`config.mk`:
```
export PLATFORM = sky130hd
export DESIGN_NAME = regmap_router
export DESIGN_NICKNAME = d
export VERILOG_FILES = /design/src/rtl/regmap_pkg.sv /design/src/rtl/regmap_fifo.sv /design/src/rtl/regmap_decode.sv /design/src/rtl/regmap_regs.sv /design/src/rtl/regmap_router.sv
export SDC_FILE = /design/constraint.sdc
export NUM_CORES = 1
export LEC_CHECK = 0
export BUFFER_PORTS_ARGS = -buffer_cell sky130_fd_sc_hd__buf_4
export CAP_MARGIN = 20
export CELL_PAD_IN_SITES_DETAIL_PLACEMENT = 1
export CELL_PAD_IN_SITES_GLOBAL_PLACEMENT = 2
export CORE_MARGIN = 2
export CORE_UTILIZATION = 40
export DETAILED_ROUTE_END_ITERATION = 10
export HOLD_SLACK_MARGIN = 0.05
export PLACE_DENSITY_LB_ADDON = 0.1
export SYNTH_ARGS = -nofsm -noshare
export SYNTH_HDL_FRONTEND = slang
export SYNTH_HIERARCHICAL = 1
export SYNTH_SLANG_ARGS = --single-unit
```
`constraint.sdc`:
```
create_clock -name clk_i -period 7.93 [get_ports clk_i]
set_clock_uncertainty 0.15 [all_clocks]
set_input_delay 0.3965 -clock clk_i [delete_from_list [all_inputs] [get_ports clk_i]]
set_output_delay 0.3965 -clock clk_i [all_outputs]
set_load 0.005 [all_outputs]
```
`src/rtl/regmap_pkg.sv`:
```
package regmap_pkg;
  localparam int ADDR_W     = 32;
  localparam int BEAT_BYTES = 8;
  localparam int DATA_W     = 8 * BEAT_BYTES;

  typedef struct packed {
    logic                  rd;
    logic [ADDR_W-1:0]     addr;
    logic [DATA_W-1:0]     wdata;
    logic [BEAT_BYTES-1:0] mask;
  } req_t;
endpackage

```
`src/rtl/regmap_fifo.sv`:
```
module regmap_fifo
  import regmap_pkg::*;
#(
  parameter int DEPTH = 2
) (
  input  logic clk_i,
  input  logic rst_ni,
  input  logic push_i,
  input  req_t data_i,
  output logic full_o,
  input  logic pop_i,
  output logic valid_o,
  output req_t data_o
);
  localparam int PW = (DEPTH > 1) ? $clog2(DEPTH) : 1;
  localparam int CW = $clog2(DEPTH + 1);

  req_t          mem_q [DEPTH];
  logic [PW-1:0] wp_q, rp_q;
  logic [CW-1:0] cnt_q;

  assign full_o  = (cnt_q == CW'(DEPTH));
  assign valid_o = (cnt_q != '0);
  assign data_o  = mem_q[rp_q];

  always_ff @(posedge clk_i) begin
    if (push_i) mem_q[wp_q] <= data_i;
  end

  always_ff @(posedge clk_i or negedge rst_ni) begin
    if (!rst_ni) begin
      wp_q  <= '0;
      rp_q  <= '0;
      cnt_q <= '0;
    end else begin
      if (push_i) wp_q <= (wp_q == PW'(DEPTH - 1)) ? '0 : wp_q + 1'b1;
      if (pop_i)  rp_q <= (rp_q == PW'(DEPTH - 1)) ? '0 : rp_q + 1'b1;
      cnt_q <= cnt_q + CW'(push_i) - CW'(pop_i);
    end
  end
endmodule

```
`src/rtl/regmap_decode.sv`:
```
module regmap_decode
  import regmap_pkg::*;
#(
  parameter logic [ADDR_W-1:0] BASE_ADDR = 32'h1001_9000,
  parameter logic [ADDR_W-1:0] WIN_MASK  = 32'h0000_0FFF
) (
  input  logic [ADDR_W-1:0] addr_i,
  output logic              in_win_o,
  output logic              sel_wide_o,
  output logic              sel_pack_o
);
  localparam int OFF_W = $clog2(WIN_MASK + 1);
  localparam int SH    = $clog2(BEAT_BYTES);
  localparam int BW    = OFF_W - SH;

  logic [BW-1:0] beat;
  logic          unused_lo;

  assign unused_lo  = ^addr_i[SH-1:0];
  assign beat       = addr_i[OFF_W-1:SH];
  assign in_win_o   = ((addr_i & ~WIN_MASK) == (BASE_ADDR & ~WIN_MASK));
  assign sel_wide_o = in_win_o && (beat == BW'(0));
  assign sel_pack_o = in_win_o && (beat == BW'(1));
endmodule

```
`src/rtl/regmap_regs.sv`:
```
module regmap_regs
  import regmap_pkg::*;
(
  input  logic                  clk_i,
  input  logic                  rst_ni,
  input  logic                  we_i,
  input  logic                  sel_wide_i,
  input  logic                  sel_pack_i,
  input  logic [DATA_W-1:0]     wdata_i,
  input  logic [BEAT_BYTES-1:0] mask_i,
  output logic [DATA_W-1:0]     rdata_o
);
  logic [63:0] wide_q;
  logic [31:0] word_q;
  logic [15:0] half_q;
  logic [3:0]  nib0_q, nib1_q;
  logic [63:0] pack_img, pack_nxt, wide_nxt;

  // beat 1 image: lanes 0-3 word, 4-5 half, 6 nibbles, 7 empty
  assign pack_img = {8'h00, nib1_q, nib0_q, half_q, word_q};

  always_comb begin
    for (int i = 0; i < BEAT_BYTES; i++) begin
      wide_nxt[8*i +: 8] = mask_i[i] ? wdata_i[8*i +: 8] : wide_q[8*i +: 8];
      pack_nxt[8*i +: 8] = mask_i[i] ? wdata_i[8*i +: 8] : pack_img[8*i +: 8];
    end
  end

  always_ff @(posedge clk_i or negedge rst_ni) begin
    if (!rst_ni) begin
      wide_q <= '0;
      word_q <= '0;
      half_q <= '0;
      nib0_q <= '0;
      nib1_q <= '0;
    end else if (we_i) begin
      if (sel_wide_i) wide_q <= wide_nxt;
      if (sel_pack_i) begin
        word_q <= pack_nxt[31:0];
        half_q <= pack_nxt[47:32];
        nib0_q <= pack_nxt[51:48];
        nib1_q <= pack_nxt[55:52];
      end
    end
  end

  always_comb begin
    if (sel_wide_i)      rdata_o = wide_q;
    else if (sel_pack_i) rdata_o = pack_img;
    else                 rdata_o = '0;
  end
endmodule

```
`src/rtl/regmap_router.sv`:
```
module regmap_router
  import regmap_pkg::*;
#(
  parameter logic [31:0] BASE_ADDR = 32'h1001_9000,
  parameter logic [31:0] WIN_MASK  = 32'h0000_0FFF,
  parameter int          DEPTH     = 2
) (
  input  logic        clk_i,
  input  logic        rst_ni,
  input  logic        req_valid_i,
  output logic        req_ready_o,
  input  logic        req_read_i,
  input  logic [31:0] req_addr_i,
  input  logic [63:0] req_wdata_i,
  input  logic [7:0]  req_mask_i,
  output logic        rsp_valid_o,
  input  logic        rsp_ready_i,
  output logic [63:0] rsp_rdata_o,
  output logic        rsp_err_o
);
  req_t        in_req, head;
  logic        head_valid, take;
  logic        in_win, sel_wide, sel_pack;
  logic [63:0] reg_rdata;
  logic        rsp_valid_q, rsp_err_q;
  logic [63:0] rsp_rdata_q;

  assign in_req = '{rd: req_read_i, addr: req_addr_i, wdata: req_wdata_i, mask: req_mask_i};
  assign take   = head_valid && (!rsp_valid_q || rsp_ready_i);

  generate
    if (DEPTH == 0) begin : g_direct
      assign head_valid  = req_valid_i;
      assign head        = in_req;
      assign req_ready_o = !rsp_valid_q || rsp_ready_i;
    end else begin : g_queue
      logic full;
      regmap_fifo #(.DEPTH(DEPTH)) u_fifo (
        .clk_i   (clk_i),
        .rst_ni  (rst_ni),
        .push_i  (req_valid_i && !full),
        .data_i  (in_req),
        .full_o  (full),
        .pop_i   (take),
        .valid_o (head_valid),
        .data_o  (head)
      );
      assign req_ready_o = !full;
    end
  endgenerate

  regmap_decode #(.BASE_ADDR(BASE_ADDR), .WIN_MASK(WIN_MASK)) u_dec (
    .addr_i     (head.addr),
    .in_win_o   (in_win),
    .sel_wide_o (sel_wide),
    .sel_pack_o (sel_pack)
  );

  regmap_regs u_regs (
    .clk_i      (clk_i),
    .rst_ni     (rst_ni),
    .we_i       (take && !head.rd),
    .sel_wide_i (sel_wide),
    .sel_pack_i (sel_pack),
    .wdata_i    (head.wdata),
    .mask_i     (head.mask),
    .rdata_o    (reg_rdata)
  );

  always_ff @(posedge clk_i or negedge rst_ni) begin
    if (!rst_ni) begin
      rsp_valid_q <= 1'b0;
      rsp_err_q   <= 1'b0;
      rsp_rdata_q <= '0;
    end else if (take) begin
      rsp_valid_q <= 1'b1;
      rsp_err_q   <= !in_win;
      rsp_rdata_q <= head.rd ? reg_rdata : '0;
    end else if (rsp_ready_i) begin
      rsp_valid_q <= 1'b0;
    end
  end

  assign rsp_valid_o = rsp_valid_q;
  assign rsp_rdata_o = rsp_rdata_q;
  assign rsp_err_o   = rsp_err_q;
endmodule

```
==> results.cfg, run 1 <==
[status]
outcome = completed

[yosys]
synth_cells = 919
avgSynthCellArea_um2 = 17.33
ys.warnings.count = 6
netlist_area_um2 = 15930
syn_nets = 1030

[global_route]
grt_util_all_layers = 0.1822
use_met3 = 0.03500
use_met1 = 0.2319
grt_busiest_layer = met2
grt_util_met2 = 0.3130
grt_pass1_wl_um = 57730
grt_overflow = 0
grt_max_degree = 77
grt_pass1_vias = 10030
antenna_found_initial = 1

[power_and_ir_drop]
p_leak_nw = 9.083
p_per_area_nw_per_um2 = 280.8
vdd_drop_max_mv = 0.1929

[critical_path]
crit_start = g_queue.u_fifo/rp_q$_DFFE_PN0P_
worstPathMaxFanout = 38
end_kind = flop
arrival_ns = 4.72
slowest_delay_ns = 0.81
start_kind = flop
path_cells = mux2_2, or4b_4, nor4_2, buf_4, nor2b_4, buf_4, a22o_1, nand4_1, a21bo_1
worstPathRequired_ns = 8.28
slowest_stage = dfrtp_4
critPathBufInv = 2
crit_family = simple AND/OR/NAND/NOR gates
r2r-start = g_queue.u_fifo/rp_q$_DFFE_PN0P_
crit_type = reg2reg
crit_top_cell = buf_4

[worst_hold_path]
holdCritPathClass = in2reg
hp-start = req_valid_i

[clocking]
cts-resized-gates = 0
ctsHoldBuffers = 103
root_buffer = clkbuf_16
cts_buffers = 44
clock_latency_ns = 0.56
cts_tree = done
post_cts_buffers = 0
cts.sinks = 394
cts_max_path_buffers = 3
clk_transition_reported_paths_ns = 0.06
htree_levels = 2

[route]
viasPerCell = 5.115
drt_iter0_drc = 389
dr.pass1.iters = 4
ant_nets = 0
wire_per_inst_um = 20.82
via_count = 8976
wl_um = 36530
drcViolationCount = 0

[placement]
dp_hpwl_um = 20010
gp_congestion = 0.6701
port_buffers = 172

[final_layout]
final_util = 0.5072
area_delta_synth_final_pct = 25.92
layout.nets = 1307
n_antenna_cell = 0
fillerInstances = 3750
drive_gt1_frac = 0.4024

[die]
floorplan.die.height_um = 203.6
die_w_um = 203.6
start_util = 0.4028
num_rows = 73
num_io_pins = 176
die_area_um2 = 41430
coreArea_um2 = 39550

[timing]
worstMarginPinSlew_ns = 1.077
hold_viol_final = 0
rsz0062_at_grt = false
period_needed_ns = 4.368
tns_ns = 0
fin_crit_sh = 0.5509
hold_ws_ns = 0.1748
fmax_mhz = 228.9
final-setup-viol-count = 0
slew-limit-headroom = 0.2818
finalMaxSlewViolations = 0

[run]
drv_cap = 0
placed cells by master, fill, tap and decap left out, drive strengths merged:
cell type and count:
nand3 15, dlygate4sd3 103, a22o 54, bufinv 1
nor2b 4, xor3 1, or2 1, xor2 2
ha 2, nor4b 3, nand4 65, nor3 1
nand2b 2, mux2i 1, clkinv 8, dfrtp 190
o21ai 2, a21bo 64, or4b 1, buf 184
nand2 7, edfxtp 204, clkbuf 72, mux2 222
and2 9, nor4 5, nor2 1, inv 6
routing by layer:
layer	vias to the layer above	wire (um)
li1	4097	-
met1	4664	15930
met2	155	18200
met3	58	1543
met4	2	847
met5	-	13
worst paths after layout:
kind | slack [ns] | depth (start not counted) | end
max | 3.56 | 9 | rsp_rdata_o[41]$_DFFE_PN0P_
min reg2reg | 0.32 | 1 | rsp_rdata_o[14]$_DFFE_PN0P_
max in group asynchronous | 5.98 | 3 | u_regs/half_q[9]$_DFFE_PN0P_
min in group asynchronous | 0.27 | 2 | u_regs/word_q[8]$_DFFE_PN0P_
min | 0.17 | 3 | g_queue.u_fifo/wp_q$_DFFE_PN0P_
max reg2reg | 3.56 | 9 | rsp_rdata_o[41]$_DFFE_PN0P_
registers in the layout, indices dropped and copies added, names as in the netlist:
name	count
rsp_rdata_o	64
rsp_valid_o	1
u_regs/nib1_q	4
g_queue.u_fifo/wp_q	1
g_queue.u_fifo/cnt_q	2
u_regs/word_q	32
u_regs/nib0_q	4
rsp_err_o	1
u_regs/half_q	16
u_regs/wide_q	64
g_queue.u_fifo/rp_q	1
g_queue.u_fifo/mem_q	204
where the power goes:
part           switching, mW  internal [mW]
Clock                  0.790           1.17
Combinational          0.671          0.446
Sequential            0.0973           2.46
tightest hold or removal path, cell delays in order:
cell and delay [ns]:
buf_4 0.10, nor2b_1 0.17, xor2_1 0.16
per-stage QoR:
stage          cell area (um2)  total power, mW  cells  setup WS, ns
2_1_floorplan            15930            3.417    919         1.928
3_3_place_gp             17620            3.687   1571         3.401
3_5_place_dp             17620            3.708   1571         3.445
4_1_cts                  20040            5.738   1754         3.428
5_1_grt                  20060            5.903   1755         3.196
6_report                 20060            5.631   1755         3.562
layout make-up:
| cell class | count | area (um2) | area share |
|---|---|---|---|
| clock buffers | 71 | 1324 | 0.06600 |
| clock inverters | 9 | 67.56 | 0.003368 |
| repair buffers | 288 | 2451 | 0.1222 |
| well taps | 525 | 656.9 | 0.03275 |
| flip-flops and latches | 394 | 10880 | 0.5426 |
| multi-input cells | 462 | 4652 | 0.2319 |
| inverters | 6 | 22.52 | 0.001123 |
Note: power is estimated with default switching activity, not from simulation.
==> inputs of run 2 (changes only) <==
clock period = 4.3 ns   (was 7.93 ns; I/O delays follow)
==> run 2 against run 1 <==
  * Die area unchanged
  * Non-clock buffer count increased by 8
  * Sequential power increased by 83%
  * Core utilization increased by 0.31 points
  * Setup slack got worse by 2.8 ns
  * Largest power group unchanged
==> results.cfg, run 2 (same netlist as run 1, synthesis figures left out) <==
[timing]
rsz0062_at_grt = false
fin_crit_sh = 0.8263
final-setup-viol-count = 0
tns_ns = 0
worstMarginPinSlew_ns = 0.9159
period_needed_ns = 3.553
fmax_mhz = 281.5
slew-limit-headroom = 0.3894
finalMaxSlewViolations = 0
hold_viol_final = 0

[die]
floorplan.die.height_um = 203.6
num_io_pins = 176
coreArea_um2 = 39550
start_util = 0.4028
die_area_um2 = 41430
die_w_um = 203.6
num_rows = 73

[power_and_ir_drop]
internal_power_mw = 7.568
power.switching_mw = 2.873
p_per_area_nw_per_um2 = 517.4
clock_power_share = 0.349
p_seq_frac = 0.449
pwr-share-comb = 0.201
vdd_drop_max_mv = 0.4104
swShare = 0.2752
p_leak_nw = 9.136

[critical_path]
start_kind = flop
arrival_ns = 3.84
crit_top_cell = mux2_2
slowest_stage = dfrtp_4
worstPathRequired_ns = 4.59
worstPathMaxFanout = 32
regToRegSetupSlack_ns = 0.75
crit_type = reg2reg
slowest_delay_ns = 0.73
end_kind = flop
path_cells = mux2_2, nor4_1, nand4_1, nor4_2, buf_4, buf_12, nand3_2, mux2_2
worst_r2r_path_depth = 8

[global_route]
grt_pass1_wl_um = 58350
grt_overflow = 0
antenna_found_initial = 1
grt_max_degree = 103
grt_util_all_layers = 0.1848
grt_pass1_vias = 10250

[clocking]
cts-resized-gates = 0
cts_max_path_buffers = 3
clock_latency_ns = 0.56
cts_tree = done
htree_levels = 2
root_buffer = clkbuf_16
ctsHoldBuffers = 104
cts.sinks = 394
clk_transition_reported_paths_ns = 0.06
post_cts_buffers = 0
cts_buffers = 44

[route]
ant_nets = 0
drcViolationCount = 0
wl_um = 36640
drt_iter0_drc = 274
dr.pass1.iters = 4
viasPerCell = 5.096
via_count = 8990
wire_per_inst_um = 20.77

[final_layout]
area_delta_synth_final_pct = 26.70
final_common_cell = edfxtp_1
final_cell_mix = 204 x edfxtp_1, 189 x dfrtp_1, 185 x buf_4, 184 x mux2_2, 104 x dlygate4sd3_1
fillerInstances = 3737
max_flop_register = g_queue.u_fifo/mem_q
drive_gt1_frac = 0.4023
layout.nets = 1315
largest_reg_flops = 204
fin_cells = 1764

[worst_hold_path]
holdCritPathClass = in2async

[placement]
gp_congestion = 0.6756
port_buffers = 172
dp_hpwl_um = 21080
placed_cells = 1579

[status]
outcome = completed

[run]
drv_cap = 0
-- run 2: cell count changes in the layout (fill, tap and decap cells not counted), sizes merged --
cell,before,now
bufinv,1,3
diode,0,1
clkbuf,72,66
dlygate4sd3,103,104
buf,184,191
clkinv,8,11
inv,6,7
-- run 2: layout make-up --
type                            count  area, um2  share of cell area
Tap cell                          525      656.9             0.03255
Multi-Input combinational cell    462       4656              0.2307
Timing Repair Buffer              296       2564              0.1270
Antenna cell                        1      2.502           0.0001240
Clock buffer                       65       1251             0.06200
Sequential cell                   394      10880              0.5393
Clock inverter                     15      145.1            0.007192
Inverter                            6      22.52            0.001116
-- run 2: metal layers --
layer | wire length, um | GRT usage | vias up
met2 | 18540 | 0.3197 | 155
li1 | - | - | 4111
met3 | 1485 | 0.03436 | 59
met1 | 15690 | 0.2331 | 4665
met5 | 0 | 0 | -
met4 | 921 | 0.06309 | 0
-- run 2: power by group through the flow --
stage	sequential [mW]	clock [mW]	combinational, mW
finish	4.69	3.65	2.10
global route	4.75	3.92	2.30
CTS	4.70	3.78	2.17
detailed placement	4.78	0	2.09
global placement	4.76	0	2.08
floorplan	4.72	0	1.56
-- run 2: worst paths after layout --
kind / end / start
worst max register to register: u_regs/wide_q[2]$_DFFE_PN0P_ / g_queue.u_fifo/rp_q$_DFFE_PN0P_
worst min register to register: rsp_rdata_o[58]$_DFFE_PN0P_ / rsp_rdata_o[58]$_DFFE_PN0P_
min in group clk_i: rsp_err_o$_DFFE_PN0P_ / rsp_ready_i
worst max-delay path: u_regs/wide_q[2]$_DFFE_PN0P_ / g_queue.u_fifo/rp_q$_DFFE_PN0P_
max in group asynchronous: rsp_rdata_o[61]$_DFFE_PN0P_ / rst_ni
worst min-delay path: rsp_rdata_o[8]$_DFFE_PN0P_ / rst_ni
-- run 2: through the flow --
step | utilization | worst slack, ns | total power, mW | area (um2) | hold WS, ns
after global placement | 0.4486 | 0.7018 | 6.831 | 17740 | 0.2232
after floorplan | - | 0.2556 | 6.282 | 15930 | -0.2306
after CTS | 0.5102 | 0.6445 | 10.66 | 20180 | 0.1871
final | 0.5103 | 0.7470 | 10.44 | 20180 | 0.1698
after detailed placement | 0.4486 | 0.6430 | 6.864 | 17740 | 0.2256
after global routing | 0.5102 | 0.4776 | 10.97 | 20180 | 0.2152
-- run 2: critical path, delay by kind of cell, from the launching register on --
kind | cells | cell delay, ns
and+or+nand+nor | 4 | 1.29
DFF | 1 | 0.73
buffers and inverters | 2 | 0.47
muxes | 2 | 0.76
